`config.mk`:
```
export PLATFORM = sky130hd
export DESIGN_NAME = occh_channel
export DESIGN_NICKNAME = d
export VERILOG_FILES = /design/src/rtl/occh_pkg.sv /design/src/rtl/occh_cmp_regs.sv /design/src/rtl/occh_ref_gen.sv /design/src/rtl/occh_dir_dec.sv /design/src/rtl/occh_channel.sv
export SDC_FILE = /design/constraint.sdc
export NUM_CORES = 1
export LEC_CHECK = 0
export BUFFER_PORTS_ARGS = -buffer_cell sky130_fd_sc_hd__buf_2
export CAP_MARGIN = 20
export CORE_ASPECT_RATIO = 1.25
export CORE_MARGIN = 4
export CORE_UTILIZATION = 53
export DETAILED_ROUTE_END_ITERATION = 10
export PLACE_DENSITY_LB_ADDON = 0.1
export SLEW_MARGIN = 25
export SYNTH_ARGS = -nofsm -noshare
export SYNTH_HDL_FRONTEND = slang
export SYNTH_HIERARCHICAL = 1
export SYNTH_SLANG_ARGS = --single-unit
```
`constraint.sdc`:
```
create_clock -name clk -period 2.2 [get_ports clk]
set_clock_uncertainty 0.2 [all_clocks]
set_input_delay 0.11 -clock clk [delete_from_list [all_inputs] [get_ports clk]]
set_output_delay 0.11 -clock clk [all_outputs]
set_load 0.05 [all_outputs]
```
`src/rtl/occh_pkg.sv`:
```
package occh_pkg;
  typedef enum logic [2:0] {
    OCM_FROZEN   = 3'd0,
    OCM_SET      = 3'd1,
    OCM_CLR      = 3'd2,
    OCM_TOGGLE   = 3'd3,
    OCM_FORCE_LO = 3'd4,
    OCM_FORCE_HI = 3'd5,
    OCM_PWM_A    = 3'd6,
    OCM_PWM_B    = 3'd7
  } ocm_e;

  typedef enum logic [1:0] {
    DIR_OUT      = 2'd0,
    DIR_IN_OWN   = 2'd1,
    DIR_IN_PAIR  = 2'd2,
    DIR_IN_TRIG  = 2'd3
  } dir_e;

  localparam int unsigned N_SRC = 3;

  // Next reference level from mode, equality, below-flag and present level.
  function automatic logic next_ref(ocm_e m, logic eq, logic below, logic cur);
    logic r;
    case (m)
      OCM_FROZEN:   r = cur;
      OCM_SET:      r = eq ? 1'b1 : cur;
      OCM_CLR:      r = eq ? 1'b0 : cur;
      OCM_TOGGLE:   r = eq ? ~cur : cur;
      OCM_FORCE_LO: r = 1'b0;
      OCM_FORCE_HI: r = 1'b1;
      OCM_PWM_A:    r = below;
      default:      r = ~below;
    endcase
    return r;
  endfunction
endpackage

```
`src/rtl/occh_cmp_regs.sv`:
```
module occh_cmp_regs #(
  parameter int unsigned W = 16
) (
  input  logic         clk,
  input  logic         rst_n,
  input  logic         wr_i,
  input  logic [W-1:0] wdata_i,
  input  logic         preload_i,
  input  logic         update_i,
  output logic [W-1:0] active_o
);
  logic [W-1:0] shadow_q;
  logic [W-1:0] active_q;

  always_ff @(posedge clk or negedge rst_n) begin
    if (!rst_n) begin
      shadow_q <= '0;
      active_q <= '0;
    end else begin
      if (wr_i) shadow_q <= wdata_i;
      if (!preload_i) begin
        if (wr_i) active_q <= wdata_i;
      end else if (update_i) begin
        active_q <= shadow_q;
      end
    end
  end

  assign active_o = active_q;
endmodule

```
`src/rtl/occh_ref_gen.sv`:
```
module occh_ref_gen
  import occh_pkg::*;
#(
  parameter int unsigned W = 16
) (
  input  logic         clk,
  input  logic         rst_n,
  input  ocm_e         mode_i,
  input  logic         out_mode_i,
  input  logic [W-1:0] cnt_i,
  input  logic [W-1:0] cmp_i,
  output logic         match_o,
  output logic         below_o,
  output logic         ref_o
);
  logic ref_q;
  logic ref_d;

  assign match_o = (cnt_i == cmp_i);
  assign below_o = (cnt_i < cmp_i);

  always_comb begin
    if (out_mode_i) ref_d = next_ref(mode_i, match_o, below_o, ref_q);
    else            ref_d = 1'b0;
  end

  always_ff @(posedge clk or negedge rst_n) begin
    if (!rst_n) ref_q <= 1'b0;
    else        ref_q <= ref_d;
  end

  assign ref_o = ref_q;
endmodule

```
`src/rtl/occh_dir_dec.sv`:
```
module occh_dir_dec
  import occh_pkg::*;
(
  input  dir_e             dir_i,
  output logic             is_input_o,
  output logic [N_SRC-1:0] src_o
);
  for (genvar i = 0; i < N_SRC; i++) begin : g_src
    assign src_o[i] = (dir_i == dir_e'(i + 1));
  end
  assign is_input_o = (dir_i != DIR_OUT);
endmodule

```
`src/rtl/occh_channel.sv`:
```
module occh_channel
  import occh_pkg::*;
#(
  parameter int unsigned W = 16
) (
  input  logic         clk,
  input  logic         rst_n,
  input  logic [W-1:0] cnt_i,
  input  logic         cfg_wr_i,
  input  logic [2:0]   cfg_mode_i,
  input  logic [1:0]   cfg_dir_i,
  input  logic         cfg_preload_i,
  input  logic         cmp_wr_i,
  input  logic [W-1:0] cmp_wdata_i,
  input  logic         update_i,
  output logic         ref_o,
  output logic [W-1:0] active_cmp_o,
  output logic         is_input_o,
  output logic [2:0]   in_src_o
);
  ocm_e   mode_q;
  dir_e   dir_q;
  logic   preload_q;
  logic   out_mode_w;
  logic   match_w;
  logic   below_w;

  always_ff @(posedge clk or negedge rst_n) begin
    if (!rst_n) begin
      mode_q    <= OCM_FROZEN;
      dir_q     <= DIR_OUT;
      preload_q <= 1'b0;
    end else if (cfg_wr_i) begin
      mode_q    <= ocm_e'(cfg_mode_i);
      dir_q     <= dir_e'(cfg_dir_i);
      preload_q <= cfg_preload_i;
    end
  end

  assign out_mode_w = (dir_q == DIR_OUT);

  occh_cmp_regs #(.W(W)) cmp_i (
    .clk       (clk),
    .rst_n     (rst_n),
    .wr_i      (cmp_wr_i),
    .wdata_i   (cmp_wdata_i),
    .preload_i (preload_q),
    .update_i  (update_i),
    .active_o  (active_cmp_o)
  );

  occh_ref_gen #(.W(W)) ref_i (
    .clk        (clk),
    .rst_n      (rst_n),
    .mode_i     (mode_q),
    .out_mode_i (out_mode_w),
    .cnt_i      (cnt_i),
    .cmp_i      (active_cmp_o),
    .match_o    (match_w),
    .below_o    (below_w),
    .ref_o      (ref_o)
  );

  occh_dir_dec dir_i (
    .dir_i      (dir_q),
    .is_input_o (is_input_o),
    .src_o      (in_src_o)
  );
endmodule

```
Word-level counts from Yosys, hierarchy flattened
Index checks and enable logic that the tools add are counted.

Reductions and logical operators: 6. Bitwise operators: 2. Equality and inequality tests: 15. Mux-type cells: 8. $lt $le $gt $ge: 1.

Operator list (count): $mux W16 (3); $eq A16 B16 Y1 (1); $lt A16 B16 Y1 (1); $eq A3 B3 Y1 const B (3); $ne A3 B2 Y1 const B (3); $pmux W1 S7 (1); $eq A3 B2 Y1 const B (2); $eq A2 B2 Y1 const B (2); $mux W1 (4); $ne A2 B2 Y1 const B (2); $reduce_and A4 Y1 (1); $reduce_bool A2 Y1 (2); $eq A3 B1 Y1 const B (1); $logic_not A3 Y1 (1); $eq A2 B1 Y1 const B (1); $logic_not A2 Y1 (1); $not A1 Y1 (2); $reduce_and A2 Y1 (1).

Register bits: 39. Word-level logic and storage cells: 38. Output and inout bits: 21. Input port bits: 43.

Depth between registers and ports, before layout
Gate-level depths: netlist of run 1.

Word-level depth: 4. Depth in mapped cells: 8.

By module
The synthesis of run 1 kept the hierarchy.

Modules (own cells, without submodules): occh_cmp_regs (area each 1612.8 um^2, cells each 104, times used 1); occh_ref_gen (area each 550.5 um^2, cells each 68, times used 1); occh_channel (area each 255.2 um^2, cells each 14, times used 1); occh_dir_dec (area each 28.8 um^2, cells each 4, times used 1).

Least setup slack after synthesis of run 1
No wires, ideal clock.

Path kind: flip-flop to flip-flop. Start point: reg cmp_i.active_q[15] (netlist: cmp_i/active_o[15]). End point: reg ref_i.ref_q (netlist: ref_i/ref_o). Required time: 1871 ps. Arrival: 1903 ps. Cell stages (with the launch flop): 8. Setup time: 129 ps. Setup slack: -32 ps. Period minus slack after synthesis: 2232 ps. Cells stage by stage: dfrtp_1 -> inv_1 -> ha_1 -> nand4_4 -> a2111o_1 -> o211ai_2 -> o31a_1 -> o22ai_2.

Word-level cells in the longest chain between the ends: 4.

RTL lines: start: declaration (line occh_cmp_regs.sv:13) `logic [W-1:0] active_q;`; start signal: assignment (line occh_cmp_regs.sv:22) `if (wr_i) active_q <= wdata_i;`; start signal: assignment (line occh_cmp_regs.sv:24) `active_q <= shadow_q;`; $lt A16 B16 Y1 (line occh_ref_gen.sv:20) `assign below_o = (cnt_i < cmp_i);`; $not A1 Y1 (line occh_pkg.sv:33) `default: r = ~below;`; $pmux W1 S7 (line occh_pkg.sv:25) `case (m)`; $mux W1 (line occh_ref_gen.sv:23) `if (out_mode_i) ref_d = next_ref(mode_i, match_o, below_o, ref_q);`; end signal: assignment (line occh_ref_gen.sv:29) `else ref_q <= ref_d;`; end: declaration (line occh_ref_gen.sv:16) `logic ref_q;`.

Several ways; a longest one is shown, not always the timed one. A chain may end at the register's enable or synchronous reset.

Final worst setup path of run 1
Start point: reg cmp_i.active_q[7] (netlist: cmp_i/active_o[7]). End point: reg ref_i.ref_q (netlist: ref_i/ref_o).

Same word-level chain as after synthesis.

==> reports/qor.txt, run 1 <==
largest net degree at the start of global routing - 34
Post-DP HPWL - 3.58 mm
first-pass GRT wire length - 8.38 mm
drt wl/cell - 14.7 um
post_cts resized - 0
share of layout cells above drive strength 1 - 39.1%
DR pass1 iterations - 2
CTS tree - yes
vias per cell - 5.09
period utilisation layout - 93.0%
sequential share of power - 39.3%
Comb power frac - 38.8%
maxcap violations - 0
Sink Count - 39
Pwr Density - 767 mW/mm^2
residual overflow from global routing - 0
Leak - 1.63 nW
CTS max path bufs - 2
crit path DAT - 2.05 ns
# IOs - 64
post-synthesis cell area - 0.00244 sq mm
Synth Area per Inst - 12.9 sq um
Layout Utilization - 69.9%
ant diodes - 0
layout net count - 337
clk_lat worst skew - 0.29 ns
Cell Rows - 27
final wirelength - 4.94 mm
CP Launch Type - flop
total CTS buffers - 5
Area Overhead vs Synth - 26.6%
Initial Utilization - 55.2%
Hold Fails Final Rpt - 0
# DRC - 0
status - complete, no violations
die footprint - 0.00577 sq mm
Setup CP Type - reg -> reg
initial antenna violation count - 0
Placer Congestion - 0.715
Clk pwr share - 21.9%
Worst Hold Class - in -> reg
Routed Antenna Nets - 0
Die W - 68.7 um
Syn Inst Count - 189
net count after synthesis - 248
Post-CTS Setup Inserts - 0
vias in the first global route - 1821
min cycle time layout - 2.05 ns
Switching Share - 37.9%
Worst Max-Slew Pin Slew - 0.743 ns
Max Slew Vio Count - 0
# setup viols final - 0
RSZ-0062 raised after global routing - false
CTS Root Cell - clkbuf_8
die height - 83.9 um
CP Data Required Time - 2.21 ns
synth warn - 6
CP endpoint kind - flop
critical-path maximum fanout - 4
switching pwr - 0.901 mW
peak supply drop - 0.472 mV
port bufs - 63
All-Layer GR Usage - 18.9%
Fmax achieved - 489 MHz
core area - 0.00443 sq mm
htree depth - 2
Internal Power - 1.47 mW
Rel. slew slack - 50.4%
detailed-route via count - 1716
DRT iter0 DRCs - 44
Worst-path clk slew - 0.07 ns
Final TNS setup - 0 ns
-- flip-flops by register name, indices dropped and copies added, names as in the netlist --
signal / cells
ref_i/ref_o: 1
preload_q: 1
dir_q: 2
cmp_i/active_o: 16
cmp_i/shadow_q: 16
mode_q: 3
-- final timing paths --
| kind | slack [ns] | startpoint | depth (start not counted) | end |
|---|---|---|---|---|
| setup reg to reg | 0.15 | cmp_i/active_o[7] | 8 | ref_i/ref_o |
| min in group asynchronous | 0.22 | rst_n | 2 | cmp_i/shadow_q[6] |
| setup / recovery | 0.15 | cmp_i/active_o[7] | 8 | ref_i/ref_o |
| hold reg to reg | 0.31 | cmp_i/shadow_q[2] | 1 | cmp_i/shadow_q[2] |
| hold / removal | 0.03 | cfg_wr_i | 2 | dir_q[1] |
| max in group asynchronous | 1.03 | rst_n | 3 | cmp_i/shadow_q[7] |
-- worst max-delay path, stage by stage (launching register included) --
cell      delay (ns)
dfrtp_1         0.39
inv_1           0.06
ha_1            0.31
a21oi_1         0.17
o21a_1          0.14
o221a_1         0.20
o211ai_2        0.10
o31a_1          0.30
o22ai_2         0.09
-- layout by cell type, fill, tap and decap left out, types with 2 or more instances in the layout --
cell,instances
a21oi_1,6
nor2_1,5
mux2i_1,48
nand4_1,2
buf_4,5
mux2_2,2
dlygate4sd3_1,23
nor2b_1,2
o21a_1,2
nand2_1,3
ha_1,16
buf_2,63
mux2_4,20
clkbuf_8,7
dfrtp_2,4
inv_1,16
dfrtp_1,35
-- through the flow --
stage	power [mW]	setup slack, ns	hold slack [ns]	area (sq um)	instances
4_1_cts	2.40	0.155	0.0177	3090	337
3_3_place_gp	1.82	0.257	0.0170	2760	306
5_1_grt	2.52	0.0624	0.0204	3090	337
2_1_floorplan	1.62	0.00903	-0.386	2450	189
6_report	2.37	0.154	0.0264	3090	337
3_5_place_dp	1.84	0.228	0.0154	2760	306
-- cell type report --
type                    count  area, sq um
multi-input cells         125         1300
clock buffers               8          100
flip-flops and latches     39          981
well taps                  58         72.6
inverters                  16         60.1
repair buffers             91          583
fillers                   349         1330
-- layer usage --
metal / track usage [%] / part of all wire (%) / vias to the layer above
met5: 0 / 0 / -
met4: 6.21 / 1.2 / 0
met3: 4.45 / 6.0 / 7
met2: 30.1 / 48 / 43
met1: 24.8 / 45 / 805
li1: - / - / 861
-- power by group through the flow --
stage          logic [mW]  clock network [mW]  registers, mW
3_3_place_gp        0.881                   0          0.942
5_1_grt              1.00               0.566          0.954
4_1_cts             0.930               0.536          0.933
6_report            0.920               0.521          0.933
3_5_place_dp        0.892                   0          0.946
2_1_floorplan       0.460                   0           1.16
-- repair_timing --
| item | in CTS | in global routing |
|---|---|---|
| setup endpoints to repair | 0 | 0 |
| hold buffers | 23 | 0 |
| hold endpoints to repair | 69 | 0 |
Power figures use the tool's default switching activity.
==> run 2, diff against run 1 <==
Settings changed: PLACE_DENSITY set to 0.81, PLACE_DENSITY_LB_ADDON 0.1 to not set.
==> run 2 against run 1 <==
Compared with the run above: wire length up 4.9%; combinational power up 0.4%; via count up 1.6%; first-iteration DRC count up 25%; die area unchanged; sequential share of layout area down 0.051 points; critical path type unchanged; cell area up 0.16%.
==> reports/qor.txt, run 2 (synthesized netlist as in run 1, its figures left out) <==
status - complete, no violations
# setup viols final - 0
Clk pwr share - 22.1%
Switching Share - 38.3%
CP Launch Type - flop
first-pass GRT wire length - 8.56 mm
initial antenna violation count - 0
die height - 83.9 um
port bufs - 63
Die W - 68.7 um
Worst-path clk slew - 0.07 ns
WP buf/inv - 1
DRT iter0 DRCs - 55
share of layout cells above drive strength 1 - 38.8%
RSZ-0062 raised after global routing - false
# DRC - 0
Fmax achieved - 498 MHz
largest net degree at the start of global routing - 40
CTS max path bufs - 2
min cycle time layout - 2.01 ns
Worst Max-Slew Pin Slew - 0.544 ns
All-Layer GR Usage - 19.6%
CP Data Required Time - 2.21 ns
CP endpoint kind - flop
Internal Power - 1.47 mW
Post-DP HPWL - 3.70 mm
Area Overhead vs Synth - 26.8%
Final TNS setup - 0 ns
Sink Count - 39
Routed Antenna Nets - 0
max incr delay on CP - 0.40 ns
drt wl/cell - 15.4 um
maxcap violations - 0
layout net count - 336
DR pass1 iterations - 4
detailed-route via count - 1743
WHS - 0.0128 ns
core area - 0.00443 sq mm
post_cts resized - 0
Initial Utilization - 55.2%
Post-CTS Setup Inserts - 0
Setup CP Type - reg -> reg
Crit path max-delay family - compound AO/OA/AOI/OAI gates
Rel. slew slack - 63.7%
Leak - 1.63 nW
residual overflow from global routing - 0
sequential share of power - 39.2%
switching pwr - 0.916 mW
total CTS buffers - 5
number of fillers in the final layout - 332
Comb power frac - 38.6%
final wirelength - 5.18 mm
worst path cell trace - inv_1 -> ha_1 -> a21oi_1 -> o21a_1 -> o221a_1 -> o211ai_2 -> o31a_1 -> o22ai_2
crit path max-delay cell type - dfrtp_1
Hold Fails Final Rpt - 0
CTS tree - yes
most frequent cells in the layout - buf_2, mux2i_1, dfrtp_1
crit path DAT - 2.02 ns
Cell Rows - 27
htree depth - 2
Placer Congestion - 0.762
die footprint - 0.00577 sq mm
Max Slew Vio Count - 0
period utilisation layout - 91.3%
ant diodes - 0
peak supply drop - 0.413 mV
critical-path maximum fanout - 4
reg2reg setup slack - 0.19 ns
most common cell after layout, fill and taps aside - buf_2
Worst Hold Class - in -> async
clk_lat worst skew - 0.29 ns
Pwr Density - 772 mW/mm^2
# IOs - 64
vias in the first global route - 1811
vias per cell - 5.19
CTS Root Cell - clkbuf_8
[run 2: cell count changes in the layout (fill, tap and decap cells not counted)]
| cell | before | now |
|---|---|---|
| buf_12 | 0 | 1 |
| buf_4 | 5 | 3 |
[run 2: worst register-to-register path, stage by stage (launching register included)]
cell and delay [ns]:
dfrtp_1 0.40, inv_1 0.06, ha_1 0.30, a21oi_1 0.15, o21a_1 0.15, o221a_1 0.19
o211ai_2 0.10, o31a_1 0.30, o22ai_2 0.08
[run 2: area by class of cell]
type	instances	area (sq um)	share of cell area (%)
sequential	39	981	31.7
timing repair buffer	90	588	19.0
inverter	16	60.1	1.94
tap	58	72.6	2.34
clock buffer	8	100	3.23
multi-input combinational	125	1300	41.9
[run 2: routing by layer]
| metal | part of all wire [%] | GRT usage (%) |
|---|---|---|
| met1 | 44 | 25.8 |
| met3 | 5.7 | 4.18 |
| met4 | 1.1 | 6.21 |
| met2 | 49 | 31.4 |
| met5 | 0 | 0 |
[run 2: repair_timing]
action | 4_1_cts | 5_1_grt
hold buffers | 23 | 0
endpoints found under the setup margin | 0 | 0
hold endpoints to repair | 77 | 0
[run 2: power by group through the flow]
| stage | combinational, mW | clock, mW | sequential [mW] |
|---|---|---|---|
| finish | 0.924 | 0.529 | 0.938 |
| global route | 1.01 | 0.579 | 0.957 |
| CTS | 0.925 | 0.546 | 0.938 |
| detailed placement | 0.890 | 0 | 0.950 |
| global placement | 0.874 | 0 | 0.942 |
| floorplan | 0.460 | 0 | 1.16 |
[run 2: final timing paths]
check,end,from,cells after the start
worst min-delay path,cmp_i/shadow_q[10],rst_n,2
max in group asynchronous,cmp_i/active_o[14],rst_n,3
worst max register to register,ref_i/ref_o,cmp_i/active_o[7],8
worst max-delay path,ref_i/ref_o,cmp_i/active_o[7],8
worst min register to register,cmp_i/shadow_q[8],cmp_i/shadow_q[8],1
min in group clk,mode_q[0],cfg_wr_i,2
[run 2: through the flow]
stage                     utilization [%]  std cells  instance area, sq um  setup WS, ns  total power, mW
after detailed placement             62.1        304                  2750         0.205             1.84
after global placement               62.1        304                  2750         0.241             1.82
final                                70.0        336                  3100         0.192             2.39
after CTS                            69.6        335                  3080         0.188             2.41
after floorplan                         -        189                  2450       0.00903             1.62
after global routing                 70.0        336                  3100        0.0655             2.54
